==> src/rtl/csplit_pkg.sv <==
// Shared widths, response codes and next-state encoding for the tracker.
package csplit_pkg;
    localparam int UF_W   = 3;
    localparam int NUF    = 1 << UF_W;
    localparam int FT_W   = 5;
    localparam int CERR_W = 2;

    typedef enum logic [1:0] {
        RSP_NYET = 2'd0,
        RSP_DATA = 2'd1,
        RSP_ERR  = 2'd2,
        RSP_ERR2 = 2'd3
    } resp_e;

    typedef enum logic [1:0] {
        NX_STAY    = 2'd0,
        NX_RETRY   = 2'd1,
        NX_ADVANCE = 2'd2
    } nxt_e;
endpackage

==> src/rtl/uf_decode.sv <==
// Decodes the micro-frame index into the current one-hot bit and the
// previous micro-frame's bit (rotated one place toward bit 0, wrapping).
// Assumes NUF == 2**UF_W.
module uf_decode #(
    parameter int UF_W = 3,
    localparam int NUF = 1 << UF_W
) (
    input  logic [UF_W-1:0] idx,
    output logic [NUF-1:0]  cur_bit,
    output logic [NUF-1:0]  prev_bit
);
    // One-hot decode and wrap-around rotation.
    always_comb begin
        cur_bit  = '0;
        cur_bit[idx] = 1'b1;
        prev_bit = {cur_bit[0], cur_bit[NUF-1:1]};
    end
endmodule

==> src/rtl/cs_gate.sv <==
// Evaluates the four gating tests for a complete-split in the current
// micro-frame. Purely combinational; the caller registers the result.
// Assumes the masks are one bit per micro-frame.
module cs_gate #(
    parameter int NUF  = 8,
    parameter int FT_W = 5
) (
    input  logic [NUF-1:0]  cur_bit,
    input  logic [NUF-1:0]  prev_bit,
    input  logic [NUF-1:0]  c_mask,
    input  logic [NUF-1:0]  s_mask,
    input  logic [NUF-1:0]  c_prog,
    input  logic [FT_W-1:0] frame_tag,
    input  logic [FT_W-1:0] frame_num,
    input  logic            recovery,
    output logic            issue,
    output logic            conflict
);
    logic t_sched, t_tag, t_consist, t_start, missed, alias_hit;

    // Individual tests and their combination.
    always_comb begin
        t_sched   = |(c_mask & cur_bit);
        t_tag     = (frame_tag == frame_num);
        missed    = (|(c_mask & prev_bit)) && !(|(c_prog & prev_bit));
        alias_hit = |(c_prog & cur_bit);
        t_consist = !missed && !alias_hit;
        t_start   = (|(s_mask & cur_bit)) && !recovery;
        conflict  = t_sched && t_start;
        issue     = t_sched && t_tag && t_consist && !t_start;
    end
endmodule

==> src/rtl/resp_update.sv <==
// Computes write-back fields from a translator response to a complete-split.
// Assumes c_prog already contains the bit of the complete-split answered.
// A zero error counter is treated as "no limit" and is not decremented.
module resp_update #(
    parameter int NUF    = 8,
    parameter int CERR_W = 2
) (
    input  csplit_pkg::resp_e  code,
    input  logic [NUF-1:0]     c_mask,
    input  logic [NUF-1:0]     c_prog,
    input  logic [CERR_W-1:0]  cerr_in,
    output logic [CERR_W-1:0]  cerr_nx,
    output logic               xact_nx,
    output logic               halt_nx,
    output csplit_pkg::nxt_e   state_nx
);
    import csplit_pkg::*;
    logic last_cs, dec;

    // Classify the response, then apply the counter decrement if needed.
    always_comb begin
        last_cs  = ((c_mask ^ c_prog) == '0);
        dec      = 1'b0;
        xact_nx  = 1'b0;
        state_nx = NX_STAY;
        unique case (code)
            RSP_NYET: begin
                if (last_cs) begin
                    dec      = 1'b1;
                    xact_nx  = 1'b1;
                    state_nx = NX_RETRY;
                end
            end
            RSP_DATA: state_nx = NX_ADVANCE;
            default: begin
                dec     = 1'b1;
                xact_nx = 1'b1;
            end
        endcase
        cerr_nx = cerr_in;
        halt_nx = 1'b0;
        if (dec && (cerr_in != '0)) begin
            cerr_nx = cerr_in - 1'b1;
            halt_nx = (cerr_in == CERR_W'(1));
        end
    end
endmodule

==> src/rtl/csplit_tracker.sv <==
// Complete-split tracker for one periodic split queue head. Registers the
// issue decision on each micro-frame strobe and the write-back fields on
// each response. Assumes strobe and response do not share a cycle; if they
// do, both paths update their own disjoint outputs.
module csplit_tracker
    import csplit_pkg::*;
(
    input  logic              clk,
    input  logic              rst_n,
    input  logic              uf_strobe,
    input  logic [UF_W-1:0]   uf_idx,
    input  logic [FT_W-1:0]   frame_num,
    input  logic [NUF-1:0]    c_mask,
    input  logic [NUF-1:0]    s_mask,
    input  logic [NUF-1:0]    c_prog_in,
    input  logic [FT_W-1:0]   frame_tag_in,
    input  logic              recovery,
    input  logic              resp_valid,
    input  logic [1:0]        resp_code,
    input  logic [CERR_W-1:0] cerr_in,
    input  logic [FT_W-1:0]   exp_frame,
    output logic              cs_issue,
    output logic              sw_err,
    output logic [NUF-1:0]    c_prog_out,
    output logic              wb_valid,
    output logic [FT_W-1:0]   frame_tag_out,
    output logic [CERR_W-1:0] cerr_out,
    output logic              xact_err,
    output logic              halt,
    output logic [1:0]        nxt_state
);
    logic [NUF-1:0]    cur_bit, prev_bit;
    logic              issue_c, conflict_c;
    logic [CERR_W-1:0] cerr_c;
    logic              xact_c, halt_c;
    nxt_e              state_c;

    uf_decode #(.UF_W(UF_W)) u_dec (
        .idx(uf_idx), .cur_bit(cur_bit), .prev_bit(prev_bit)
    );

    cs_gate #(.NUF(NUF), .FT_W(FT_W)) u_gate (
        .cur_bit(cur_bit), .prev_bit(prev_bit), .c_mask(c_mask),
        .s_mask(s_mask), .c_prog(c_prog_in), .frame_tag(frame_tag_in),
        .frame_num(frame_num), .recovery(recovery),
        .issue(issue_c), .conflict(conflict_c)
    );

    resp_update #(.NUF(NUF), .CERR_W(CERR_W)) u_rsp (
        .code(resp_e'(resp_code)), .c_mask(c_mask), .c_prog(c_prog_out),
        .cerr_in(cerr_in), .cerr_nx(cerr_c), .xact_nx(xact_c),
        .halt_nx(halt_c), .state_nx(state_c)
    );

    // Micro-frame decision path: one-cycle pulses and the progress mask.
    always_ff @(posedge clk) begin
        if (!rst_n) begin
            cs_issue   <= 1'b0;
            sw_err     <= 1'b0;
            c_prog_out <= '0;
        end else begin
            cs_issue <= uf_strobe && issue_c;
            sw_err   <= uf_strobe && conflict_c;
            if (uf_strobe)
                c_prog_out <= issue_c ? (c_prog_in | cur_bit) : c_prog_in;
        end
    end

    // Response path: capture write-back fields for one response.
    always_ff @(posedge clk) begin
        if (!rst_n) begin
            wb_valid      <= 1'b0;
            frame_tag_out <= '0;
            cerr_out      <= '0;
            xact_err      <= 1'b0;
            halt          <= 1'b0;
            nxt_state     <= NX_STAY;
        end else begin
            wb_valid <= resp_valid;
            if (resp_valid) begin
                frame_tag_out <= exp_frame;
                cerr_out      <= cerr_c;
                xact_err      <= xact_c;
                halt          <= halt_c;
                nxt_state     <= state_c;
            end
        end
    end

    // no issue without a strobe in the cycle before
    a_r1_issue_needs_strobe: assert property (@(posedge clk) disable iff (!rst_n)
        !$past(uf_strobe) |-> !cs_issue);
    // a scheduling conflict never issues
    a_r4_conflict_blocks: assert property (@(posedge clk) disable iff (!rst_n)
        sw_err |-> !cs_issue);
    // an issued complete-split leaves its bit in the progress mask
    a_r3_bit_recorded: assert property (@(posedge clk) disable iff (!rst_n)
        cs_issue |-> ((c_prog_out & $past(cur_bit)) != '0));
    // halt only with an exhausted counter and an error flag
    a_r9_halt_zero: assert property (@(posedge clk) disable iff (!rst_n)
        halt |-> (cerr_out == '0) && xact_err);
    // advancing never touches the counter
    a_r10_advance_keeps_cerr: assert property (@(posedge clk) disable iff (!rst_n)
        (wb_valid && $past(resp_valid) && nxt_state == NX_ADVANCE)
            |-> (cerr_out == $past(cerr_in)) && !xact_err);
    // write-back pulse follows a response
    a_r11_wb_pulse: assert property (@(posedge clk) disable iff (!rst_n)
        wb_valid == $past(resp_valid));
endmodule

==> config.mk <==
export PLATFORM = sky130hd
export DESIGN_NAME = csplit_tracker
export DESIGN_NICKNAME = d
export VERILOG_FILES = /design/src/rtl/csplit_pkg.sv /design/src/rtl/uf_decode.sv /design/src/rtl/cs_gate.sv /design/src/rtl/resp_update.sv /design/src/rtl/csplit_tracker.sv
export SDC_FILE = /design/constraint.sdc
export NUM_CORES = 1
export LEC_CHECK = 0
export BUFFER_PORTS_ARGS = -buffer_cell sky130_fd_sc_hd__buf_4
export CORE_UTILIZATION = 30
export CTS_BUF_LIST = sky130_fd_sc_hd__clkbuf_4 sky130_fd_sc_hd__clkbuf_8 sky130_fd_sc_hd__clkbuf_16
export CTS_CLUSTER_SIZE = 40
export DETAILED_ROUTE_END_ITERATION = 8
export GPL_TIMING_DRIVEN = 0
export PLACE_DENSITY = 0.69
export SLEW_MARGIN = 20
export SYNTH_ARGS = -nofsm -noshare
export SYNTH_HDL_FRONTEND = slang
export SYNTH_SLANG_ARGS = --single-unit
export TNS_END_PERCENT = 10
==> constraint.sdc <==
create_clock -name clk -period 1.83 [get_ports clk]
set_input_delay 0.366 -clock clk [delete_from_list [all_inputs] [get_ports clk]]
set_output_delay 0.366 -clock clk [all_outputs]
set_load 0.02 [all_outputs]
==> summary by stage <==
Worst setup path
In this run the worst setup path begins at uf_idx[1]. Walking the worst path, the cells encountered are buf_6 > mux4_1 > mux2_2 > o221ai_4 > nor4_1 > o31a_1. The worst setup path is of the input port to flip-flop kind.

STA classifies the critical path endpoint as a flip-flop. In this design, the stage delay of the slowest critical-path cell is 0.54 ns. The startpoint class of the critical path is an input port. STA puts the critical path data arrival time at roughly 1.9 ns. The startpoint identified for the worst register-to-register timing path is c_prog_out[5]. The top fanout value on the critical path is 9. For the worst setup path, the data required time is 1.98 ns. The slowest stage of the critical path belongs to the cell sky130_fd_sc_hd__mux4_1.

Run status
The flow ran to the end, and the final reports show no timing, DRC or antenna violations.

Clock network
The buffer depth of the longest clock path is 2. The post-CTS setup buffer count is 0. The clock tree from TritonCTS is built. For this design, the CTS-stage hold fixing added 0 buffers.

The quantity of gates resized following cts is 0. The clock-pin slew of the registers on the worst-case setup and hold paths is 0.08 ns. The number of buffers inserted during clock tree synthesis is 3. The clock sink count is 22. In this run the number of H-tree levels came out at 1. The master cell of the clock root buffer is sky130_fd_sc_hd__clkbuf_8. The clock latency on the worst-skew pair is 0.25 ns.

Power and ir drop
In this run switching power makes up 29.4% of total power. For this design the static power due to leakage is roughly 0.96 nW. Combinational logic is responsible for 32.7% of the overall power. The total power draw is 1.21 mW.

The total power per unit cell area is 552 mW/mm^2. The cell internal power dissipation is 0.857 mW. The register share of total power is 43.1%. The worst supply voltage drop on vdd is 0.400 mV. The share of total power dissipated in the clock network is 24.2%. The reported net switching power is 0.356 mW.

Final layout
The layout filler cell count is 506. The number of nets in the layout is 296. Of the cells placed in the final design, the portion with a size suffix greater than 1 is 37.3%. The utilization of the core after routing is approximately 46%. The area growth from synthesis to layout is 44.2%. The number of antenna repair diodes is 0.

Timing
At the pin with the least slew margin, the transition time is 0.531 ns. The worst slew margin relative to its limit is around 65%. The routed design could run at a clock period as short as 1.77 ns.

The worst path setup slack after routing is 0.0636 ns. Across the routed clock network, the largest skew measured is 0.00101 ns. In the finished design, the share of the clock period the worst path needs comes to 96.5%. Based on the critical path, the design can be clocked at up to 566 MHz.

The number of slew-limit violations in the final report is 0. The number of hold violations in the final report was 0. Setup violations remaining at the end of the flow were counted as 0. Setup repair after global routing could not meet its margin everywhere.

Yosys
The most instantiated flip-flop cell in the synthesis netlist is sky130_fd_sc_hd__dfxtp_1. The share of the synthesized area in the top cell type is between 20% and 30%. Counting every instance in the synthesized netlist gives 170. The area fraction in compound gates after synthesis is 16.9%. The proportion of register bits with asynchronous set or reset after synthesis is 0%. The adder and majority cell fraction of the synthesized area is 1.64%. Counting flops with a built-in enable in the synthesized netlist gives 0. The post-synthesis simple-gate area fraction is about a fifth. The multiplexer share of the synthesized area is between 10% and 20%.

In this run the cell area of the synthesized design comes to 0.00152 mm^2. The average instance area after synthesis is 8.96 um^2. During synthesis, Yosys emitted a total of 0 warnings. Synthesis inferred 22 register bits. The most common cell in the netlist is sky130_fd_sc_hd__dfxtp_1. Of the synthesized area, sequential elements account for 28.9%. The synthesized-area fraction occupied by xor and xnor cells is 8.05%. The count of different cell masters after synthesis is 44. Sorting the synthesized cells by area gives the leading types as sky130_fd_sc_hd__dfxtp_1 (29%), sky130_fd_sc_hd__mux2i_1 (9.2%), sky130_fd_sc_hd__xor2_1 (4.6%), sky130_fd_sc_hd__nand3b_1 (3.9%), sky130_fd_sc_hd__xnor2_1 (3.4%).

The number of nets handed over by synthesis was 223. The biggest area contributor in the post-synthesis netlist is sky130_fd_sc_hd__dfxtp_1. The combinational family with the most area after synthesis is simple AND/OR/NAND/NOR gates. The commonest cells after synthesis are sky130_fd_sc_hd__dfxtp_1 (22), sky130_fd_sc_hd__mux2i_1 (14), sky130_fd_sc_hd__nor2_1 (11).

Route
After the first detailed-routing iteration, the DRC count stood at 39. The number of vias per cell is approximately 4.9. The detail route stage leaves a number of antenna-violating nets equal to 0. Summing over every cut layer, the via total after detailed routing is between 1500 and 2000. The detailed-route DRC error count is 0. The number of iterations in the first detailed-routing pass is 4. Dividing the detail-routed wire length by the instance count gives roughly 13 um. Summed over all layers, the routed wires come to 4030 um.

Floorplanning
The floorplan has 25 rows. The core region is 0.00482 mm^2. The vertical die dimension is 73.3 um. The number of ports placed on the die boundary is 73. The floorplan step defined a die boundary enclosing around 0.0054 mm^2. The die span in x is 73.3 um. The initial standard-cell utilization of the core is 31.6%.

Worst hold path
The startpoint identified for the worst hold timing path is recovery. The type of the most critical hold path is input port to flip-flop.

Global routing
The largest net degree at the start of global routing is 12. The number of global-route vias before repair is 1400. The number of antenna violations at the first check in global routing is 0. The wire length of the first global-routing pass is 6440 um. After global routing the overflow that remains totals 0.

Global routing used 15.4% of the available tracks.

Placed design
In this run the tool buffered the top-level ports with between 60 and 70 buffer cells. The weighted congestion at the end of routability-driven global placement is 0.925. The worst setup slack after placement is -0.230 ns. After legalization and detailed placement, the total HPWL measured 3300 um.

Job
The tool flagged a number of max-cap violations equal to 0.
## layout make-up
class / instances / area, um^2 / area share, %
multi-input cells: 125 / 992 / 45.2
repair buffers: 68 / 510 / 23.2
flip-flops and latches: 22 / 440 / 20.0
plain buffers: 13 / 91.3 / 4.16
well taps: 67 / 83.8 / 3.82
clock buffers: 3 / 41.3 / 1.88
inverters: 10 / 37.5 / 1.71
## stage by stage
stage          area [um^2]  cells  setup TNS (ns)  hold slack (ns)
6_report              2200    308               0            0.316
5_1_grt               2200    308         -0.0604            0.314
4_1_cts               2180    308               0            0.311
3_5_place_dp          2140    305           -2.14            0.473
3_3_place_gp          2140    305           -2.12            0.460
2_1_floorplan         1540    170          -0.797            0.445
## final timing paths
path / endpoint / slack, ns / cells past startpoint
max reg2reg: cerr_out[0] / 0.19 / 6
min: sw_err / 0.32 / 2
max: c_prog_out[7] / 0.06 / 6
min reg2reg: nxt_state[0] / 0.48 / 2
## cell usage in the layout (no fill, tap or decap), types with 6 or more instances in the layout
cell type                  instances
sky130_fd_sc_hd__xor2_1            8
sky130_fd_sc_hd__nand3b_1          8
sky130_fd_sc_hd__xnor2_1           6
sky130_fd_sc_hd__o21ai_0           9
sky130_fd_sc_hd__mux2i_1          13
sky130_fd_sc_hd__dfxtp_1          22
sky130_fd_sc_hd__inv_1            10
sky130_fd_sc_hd__buf_4            69
sky130_fd_sc_hd__a21oi_1           8
sky130_fd_sc_hd__nor2_1           11
## kinds of logic after synthesis
kind of cell,Yosys count
simple gates,50
xor+xnor,14
mux,20
flops,22
compound gates,39
buf+inv,23
fa+ha+maj,2
## registers in the layout (all words and copies together) (netlist names)
register / cells
wb_valid: 1
cerr_out: 2
halt: 1
xact_err: 1
nxt_state: 2
c_prog_out: 8
cs_issue: 1
sw_err: 1
frame_tag_out: 5
## critical path: cells and delay by family
family | cells | cell delay [ns]
buf+inv | 1 | 0.13
mux | 2 | 0.83
compound gates | 2 | 0.46
simple gates | 1 | 0.11
## power groups by stage
stage          registers [mW]  logic [mW]  clock network (mW)
6_report                0.523       0.397               0.293
5_1_grt                 0.526       0.433               0.330
4_1_cts                 0.523       0.393               0.307
3_5_place_dp            0.534       0.392                   0
3_3_place_gp            0.534       0.388                   0
2_1_floorplan           0.565       0.189                   0
## metal layers
metal | part of all wire, % | global-route usage (%)
met3 | 6.1 | 4.12
met5 | 0 | 0
met4 | 0.50 | 2.40
met2 | 47 | 25.1
met1 | 47 | 20.8
Note: power is estimated with default switching activity, not from simulation.
